--- config.mk ---
export PLATFORM = sky130hd
export DESIGN_NAME = return_addr_stack
export DESIGN_NICKNAME = d
export VERILOG_FILES = /design/src/rtl/ras_pkg.sv /design/src/rtl/ras_ctrl.sv /design/src/rtl/ras_store.sv /design/src/rtl/ras_flags.sv /design/src/rtl/return_addr_stack.sv
export SDC_FILE = /design/constraint.sdc
export NUM_CORES = 1
export LEC_CHECK = 0
export BUFFER_PORTS_ARGS = -buffer_cell sky130_fd_sc_hd__buf_4
export CAP_MARGIN = 40
export CORE_MARGIN = 5
export CORE_UTILIZATION = 65
export DETAILED_ROUTE_END_ITERATION = 12
export PLACE_DENSITY_LB_ADDON = 0.12
export SLEW_MARGIN = 0
export SYNTH_ARGS = -nofsm -noshare
export SYNTH_HDL_FRONTEND = slang
export SYNTH_SLANG_ARGS = --single-unit
--- constraint.sdc ---
create_clock -name clk -period 6.9 [get_ports clk]
set_input_delay 1.035 -clock clk [delete_from_list [all_inputs] [get_ports clk]]
set_output_delay 1.035 -clock clk [all_outputs]
set_load 0.005 [all_outputs]
--- src/rtl/ras_pkg.sv ---
// Package: shared types for the return address stack.
// Assumes the request encoding {push, pop} maps directly onto ras_op_e.
package ras_pkg;
    typedef enum logic [1:0] {
        OP_IDLE = 2'b00,
        OP_POP  = 2'b01,
        OP_PUSH = 2'b10,
        OP_SWAP = 2'b11
    } ras_op_e;
endpackage

--- src/rtl/ras_ctrl.sv ---
// Module: ras_ctrl
// Holds the occupancy count and turns push/pop requests into a write
// strobe, a write slot, a read slot and overflow/underflow events.
// Assumes DEPTH >= 2 and IW = clog2(DEPTH), LW = clog2(DEPTH+1).
module ras_ctrl
    import ras_pkg::*;
#(
    parameter int DEPTH = 16,
    parameter int IW    = 4,
    parameter int LW    = 5
) (
    input  logic          clk,
    input  logic          rst_n,
    input  logic          push_en,
    input  logic          pop_en,
    output logic [LW-1:0] level,
    output logic          is_full,
    output logic          is_empty,
    output logic          wr_en,
    output logic [IW-1:0] wr_idx,
    output logic [IW-1:0] rd_idx,
    output logic          ovf_evt,
    output logic          udf_evt
);
    localparam logic [LW-1:0] LVL_MAX = LW'(DEPTH);
    localparam logic [LW-1:0] LVL_ONE = LW'(1);

    ras_op_e       op;
    logic [LW-1:0] level_nxt;
    logic [LW-1:0] top_pos;

    assign is_full  = (level == LVL_MAX);
    assign is_empty = (level == '0);
    assign top_pos  = level - LVL_ONE;
    assign op       = ras_op_e'({push_en, pop_en});

    // Purpose: select the read slot of the current top entry.
    always_comb begin
        rd_idx = is_empty ? '0 : IW'(top_pos);
    end

    // Purpose: decode the request into a write, a new level and error events.
    always_comb begin
        wr_en     = 1'b0;
        wr_idx    = IW'(level);
        level_nxt = level;
        ovf_evt   = 1'b0;
        udf_evt   = 1'b0;
        unique case (op)
            OP_PUSH: begin
                if (is_full) begin
                    ovf_evt = 1'b1;
                end else begin
                    wr_en     = 1'b1;
                    wr_idx    = IW'(level);
                    level_nxt = level + LVL_ONE;
                end
            end
            OP_POP: begin
                if (is_empty) begin
                    udf_evt = 1'b1;
                end else begin
                    level_nxt = top_pos;
                end
            end
            OP_SWAP: begin
                wr_en = 1'b1;
                if (is_empty) begin
                    udf_evt   = 1'b1;
                    wr_idx    = '0;
                    level_nxt = LVL_ONE;
                end else begin
                    wr_idx = IW'(top_pos);
                end
            end
            default: begin
                level_nxt = level;
            end
        endcase
    end

    // Purpose: occupancy register with synchronous active-low reset.
    always_ff @(posedge clk) begin
        if (!rst_n) begin
            level <= '0;
        end else begin
            level <= level_nxt;
        end
    end
endmodule

--- src/rtl/ras_store.sv ---
// Module: ras_store
// Register array of DEPTH entries, one write port and one asynchronous
// read port. Entries are not reset; the owner masks reads while empty.
module ras_store #(
    parameter int DEPTH = 16,
    parameter int AW    = 10,
    parameter int IW    = 4
) (
    input  logic          clk,
    input  logic          wr_en,
    input  logic [IW-1:0] wr_idx,
    input  logic [AW-1:0] wr_data,
    input  logic [IW-1:0] rd_idx,
    output logic [AW-1:0] rd_data
);
    logic [AW-1:0] slot [DEPTH];

    for (genvar g = 0; g < DEPTH; g++) begin : g_slot
        // Purpose: load this slot when it is the selected write target.
        always_ff @(posedge clk) begin
            if (wr_en && (wr_idx == IW'(g))) begin
                slot[g] <= wr_data;
            end
        end
    end

    // Purpose: combinational read of the selected slot.
    always_comb begin
        rd_data = slot[rd_idx];
    end
endmodule

--- src/rtl/ras_flags.sv ---
// Module: ras_flags
// Sticky overflow and underflow indicators, cleared only by reset.
module ras_flags (
    input  logic clk,
    input  logic rst_n,
    input  logic ovf_evt,
    input  logic udf_evt,
    output logic overflow,
    output logic underflow
);
    // Purpose: latch each error event until the next reset.
    always_ff @(posedge clk) begin
        if (!rst_n) begin
            overflow  <= 1'b0;
            underflow <= 1'b0;
        end else begin
            overflow  <= overflow  | ovf_evt;
            underflow <= underflow | udf_evt;
        end
    end
endmodule

--- src/rtl/return_addr_stack.sv ---
// Module: return_addr_stack
// LIFO of instruction addresses acting as the link register: push on
// link write, pop on link read, pop-then-push in one cycle for an
// indirect call. Top output is combinational and reads 0 when empty.
// Assumes callers never depend on the contents of removed entries.
module return_addr_stack #(
    parameter int DEPTH = 16,
    parameter int AW    = 10,
    localparam int IW   = $clog2(DEPTH),
    localparam int LW   = $clog2(DEPTH + 1)
) (
    input  logic          clk,
    input  logic          rst_n,
    input  logic          push_en,
    input  logic [AW-1:0] push_addr,
    input  logic          pop_en,
    output logic [AW-1:0] top_addr,
    output logic [LW-1:0] level,
    output logic          full,
    output logic          empty,
    output logic          overflow,
    output logic          underflow
);
    logic          wr_en;
    logic [IW-1:0] wr_idx;
    logic [IW-1:0] rd_idx;
    logic [AW-1:0] rd_data;
    logic          ovf_evt;
    logic          udf_evt;

    ras_ctrl #(.DEPTH(DEPTH), .IW(IW), .LW(LW)) u_ctrl (
        .clk      (clk),
        .rst_n    (rst_n),
        .push_en  (push_en),
        .pop_en   (pop_en),
        .level    (level),
        .is_full  (full),
        .is_empty (empty),
        .wr_en    (wr_en),
        .wr_idx   (wr_idx),
        .rd_idx   (rd_idx),
        .ovf_evt  (ovf_evt),
        .udf_evt  (udf_evt)
    );

    ras_store #(.DEPTH(DEPTH), .AW(AW), .IW(IW)) u_store (
        .clk     (clk),
        .wr_en   (wr_en),
        .wr_idx  (wr_idx),
        .wr_data (push_addr),
        .rd_idx  (rd_idx),
        .rd_data (rd_data)
    );

    ras_flags u_flags (
        .clk       (clk),
        .rst_n     (rst_n),
        .ovf_evt   (ovf_evt),
        .udf_evt   (udf_evt),
        .overflow  (overflow),
        .underflow (underflow)
    );

    // Purpose: present the top entry, forcing 0 while nothing is stored.
    always_comb begin
        top_addr = empty ? '0 : rd_data;
    end
endmodule

==> After elaboration in Yosys (flattened, before gate mapping) <==
Memory sizes are Yosys's and may differ from the RTL's.
Index checks and enable logic that the tools add are counted.
{ "totals": {"out_inout_bits": 19, "input_bits": 14, "elab_cells": 156, "n_memories": 1, "mem_bits_rw": 160, "register_bits": 7} }
{ "op_classes": {"eq_ne": 22, "bitwise": 2, "reduce_logical": 36, "n_addsub": 2, "muxes": 90} }
{ "memory_table": {"columns": ["name", "depth", "width", "read_ports", "rd_clocked_by_memory_dff", "wr", "line_no", "rtl"], "rows": [
  ["u_store.slot", 16, 10, 1, 0, 1, "ras_store.sv:16", "logic [AW-1:0] slot [DEPTH];"]
]} }
{ "ops": {"columns": ["cell", "n"], "rows": [
  ["$mux 10", 16],
  ["$reduce_or 10->1", 15],
  ["$mux 4", 17],
  ["$mux 1", 52],
  ["$eq 4x4->1 const B", 8],
  ["$eq 4x3->1 const B", 4],
  ["$logic_and 1x1->1", 16],
  ["$mux 5", 3],
  ["$pmux 5 s3", 1],
  ["$eq 4x2->1 const B", 2],
  ["$ne 2x2->1 const B", 3],
  ["$add 5x1->5 const B", 1],
  ["$eq 5x5->1 const B", 1],
  ["$logic_not 5->1", 1],
  ["$sub 5x1->5 const B", 1],
  ["$eq 2x2->1 const B", 2],
  ["$eq 4x1->1 const B", 1],
  ["$logic_not 4->1", 1],
  ["$reduce_and 4->1", 1],
  ["$reduce_bool 3->1", 1],
  ["$eq 2x1->1 const B", 1],
  ["$or 1x1->1", 2],
  ["$pmux 1 s2", 1],
  ["$reduce_or 2->1", 1]
]} }

==> Logic depth before layout (Yosys ltp) <==
{ "depth": {"word_depth": 23, "mapped_depth": 12, "mapped_depth_nobuf": 8} }

==> Cells and area by module <==
A second synthesis with hierarchy kept.
{ "hier_totals": {"cells_unflattened": 361, "area_unflattened_um2": 6897.9} }
{ "modules_own_cells": {"columns": ["mod", "area_per_inst_um2", "seq_area_each_um2", "cells_per_inst", "n_inst"], "rows": [
  ["ras_store", 6153.4, 4804.6, 269, 1],
  ["ras_ctrl", 626.9, 100.1, 78, 1],
  ["return_addr_stack", 62.6, 0.0, 10, 1],
  ["ras_flags", 55.1, 40.0, 4, 1]
]} }

==> Worst setup path after synthesis <==
OpenSTA, ideal clock, no wires.
{ "synth_path": {"path_kind": "register -> output", "startpoint": "register u_ctrl.level[0]", "endpoint": "output port top_addr[5]", "path_stages_with_launch": 13, "arrival_time_ps": 2471, "path_buffers": 4, "required_time_ps": 5865, "slack_ps": 3394, "cell_sequence": "dfxtp_1 > buf_2 > clkinv_1 > clkbuf_1 > ha_1 > buf_4 > or4b_4 > clkinv_2 > nor2_1 > buf_2 > a21oi_1 > a32oi_1 > o211ai_1"} }
{ "synth_between": {"elab_chain_len": 4} }
{ "synth_rtl": {"columns": ["item", "line_no", "rtl"], "rows": [
  ["start, declared", "ras_ctrl.sv:16", "output logic [LW-1:0] level,"],
  ["start signal, assigned", "ras_ctrl.sv:87", "level <= level_nxt;"],
  ["$sub 5x1->5 or $logic_not 5->1 (tied branches)", "ras_ctrl.sv:34, ras_ctrl.sv:33", null],
  ["$mux 4", "ras_ctrl.sv:39", "rd_idx = is_empty ? '0 : IW'(top_pos);"],
  ["$mem_v2 16x10", null, null],
  ["$mux 10 (*)", "return_addr_stack.sv:66", "top_addr = empty ? '0 : rd_data;"],
  ["end, declared", "return_addr_stack.sv:17", "output logic [AW-1:0] top_addr,"]
]} }
Mark *: on every way between the ends. The rest lies on a longest branch, timed or not.

==> Worst setup path in the final report <==
{ "layout_path": {"startpoint": "register u_ctrl.level[0]", "endpoint": "output port top_addr[7]"} }
The elaborated chain is that of the path after synthesis.

==> out/metrics.csv <==
metric;value;unit
r2r-start;u_ctrl.level[0];
synth_nets;474;
rows;38;
net-switching-power;0.923;mW
crit_type;reg -> out;
status;finished clean;
p_sw_frac;0.310;
power.share.sequential;0.399;
core;10700;um^2
nets;517;
clkTransAtPathRegs;0.06;ns
peakVddDrop;0.236;mV
drtIter0Drc;406;
cts_hold_buf;0;
cp-start-kind;flip-flop;
pin_count;33;
drv_slew;0;
layout_commonest_cell;edfxtp_1;
power.internal;2.05;mW
nFillCells;654;
hold_ws;0.482;ns
setup_viol;0;
place_ws;2.64;ns
clock_path_buffers;2;
crit_arrival;3.89;ns
fin_setup_tns;0;ns
power_density;370;nW/um^2
syn_inst;458;
cp_data_required_time;5.86;ns
cts_tree;built;
startpoint;u_ctrl.level[0];
grt_use_total;0.258;
cts_sinks;167;
clk_latency;0.54;ns
yosysWarnings;0;
die_y;114;um
drive_above_1_share;0.183;
synth_edf_count;160;
leakage;2.69;nW
antenna_found_initial;0;
stdcell_count;654;
dpl.hpwl;10300;um
fmax;203;MHz
hold_start;u_flags.overflow;
max_stage_delay;0.59;ns
fin_crit_sh;0.714;
pwr-share-comb;0.297;
synth-seq-area-share;0.705;
rsz0062_at_grt;false;
grt_max_degree;56;
fin_skew;0.00727;ns
layout_common_cells;edfxtp_1, buf_4, nor2_1, mux2i_1, nand2_1;
port_buffers;32;
area_growth;14.8;%
final-hold-violation-count;0;
path_cells;clkinv_1 -> ha_1 -> or4b_4 -> clkinv_2 -> nor2_1 -> buf_4 -> a21oi_1 -> a32oi_1 -> o211ai_1 -> buf_4;
tightest_slew;0.891;ns
fin_crit;4.93;ns
timing.final.ws_setup;1.97;ns
drv_cap;0;
grt_pass1_vias;4297;
vias;4331;
start_util;0.656;
cp-end-kind;primary output;
wl_per_cell;24.3;um
synth_cell_types;47;
root_buffer;clkbuf_8;
min_path_type;reg -> reg;
clock_power_share;0.304;
synth_ff_type;edfxtp_1;
dieArea;13000;um^2
stdcell_area;8050;um^2
ant_nets;0;
grt-ovfl-total;0;
place_inst;622;
dpl-instance-area;7500;um^2
ctsHtreeMaxLevel;4;
cts_resized;0;
dr.pass1.iters;5;
fp.dieW;114;um
p_total;2.98;mW
avgSynthCellArea;15.3;um^2
critical_path_peak_fanout;26;
ys_seq_elements;167;
antenna_cells;0;
slowest_stage;nor2_1;
synth_async_sr_flop_share;0;
cp_common_cell;buf_4;
viasPerCell;6.62;
cts_inserted_buffers;17;
postLayoutCoreUtil;0.753;
place.gp.congestion;0.899;
max-slew-margin-rel;0.406;
finalWirelength;15900;um
drc;0;
netlist_area;7020;um^2
grt_pass1_wl;24300;um
cts_setup_buffers;0;
-- critical path, delay by kind of cell (launching register included) --
kind / cells / cell delay (ns)
flip-flops: 1 / 0.33
AO/OA/AOI/OAI: 3 / 0.48
adder cells (fa/ha/maj): 1 / 0.51
AND/OR/NAND/NOR: 2 / 0.86
buffers and inverters: 4 / 1.17
-- layout make-up --
class	count	area, um^2	area share
Clock inverter	12	133	0.0165
Multi-Input combinational cell	254	1910	0.237
Timing Repair Buffer	53	433	0.0538
Inverter	8	31.3	0.00388
Clock buffer	20	425	0.0528
Tap cell	140	175	0.0217
Sequential cell	167	4950	0.614
-- state kept, by name, summed over array words and instances, names as in the netlist --
| register | flops |
|---|---|
| u_ctrl.level | 5 |
| u_flags.overflow | 1 |
| u_flags.underflow | 1 |
| u_store.slot | 160 |
-- power groups by stage --
| stage | logic (mW) | registers, mW | clock network [mW] |
|---|---|---|---|
| CTS | 0.881 | 1.19 | 0.914 |
| global route | 0.949 | 1.19 | 0.961 |
| finish | 0.885 | 1.19 | 0.905 |
| floorplan | 0.559 | 1.20 | 0 |
| global placement | 0.822 | 1.21 | 0 |
| detailed placement | 0.874 | 1.21 | 0 |
-- logic make-up (layout without fill, tap and decap cells) --
logic type                 Yosys count  in the layout  share of synthesized area
AOI/OAI and AO/OA                  119            119                      0.130
buffers and inverters               37             93                     0.0228
DFF                                167            167                      0.705
adders and majority gates            2              2                    0.00357
xor gates and xnor gates             2              2                    0.00250
and+or+nand+nor                     92             92                     0.0637
muxes                               39             39                     0.0722
-- synth_stat cells, types with 4 or more instances --
cell type	number	area [um^2]
o2bb2ai_1	18	158
o211ai_1	5	37.5
a21oi_1	19	95.1
nor3_1	4	20.0
dfxtp_1	7	140
nand2_1	21	78.8
mux2i_1	27	270
a21boi_0	19	143
edfxtp_1	160	4800
a32oi_1	14	123
mux4_2	9	203
a22oi_1	4	30.0
nand4_1	7	43.8
nor2_1	29	109
nand2b_1	8	50.1
inv_1	6	22.5
or3_1	6	37.5
o21ai_0	8	40.0
nand3_1	6	30.0
buf_2	13	65.1
a221o_1	12	120
clkbuf_1	15	56.3
nor4_1	4	25.0
-- path summary, 6_finish.rpt --
path                             end  slack (ns)  cells after the start
setup / recovery         top_addr[7]        1.97                     10
hold / removal      u_flags.overflow        0.48                      2
setup reg to reg  u_store.slot[9][6]        3.38                      7
hold reg to reg     u_flags.overflow        0.48                      2
-- layer usage --
layer  vias up  track usage  share of wire
met5         -            0              0
met4         0        0.121          0.027
met2       217        0.432           0.51
met3        39       0.0546          0.073
met1      2146        0.323           0.39
li1       1929            -              -
Power figures use the tool's default switching activity.
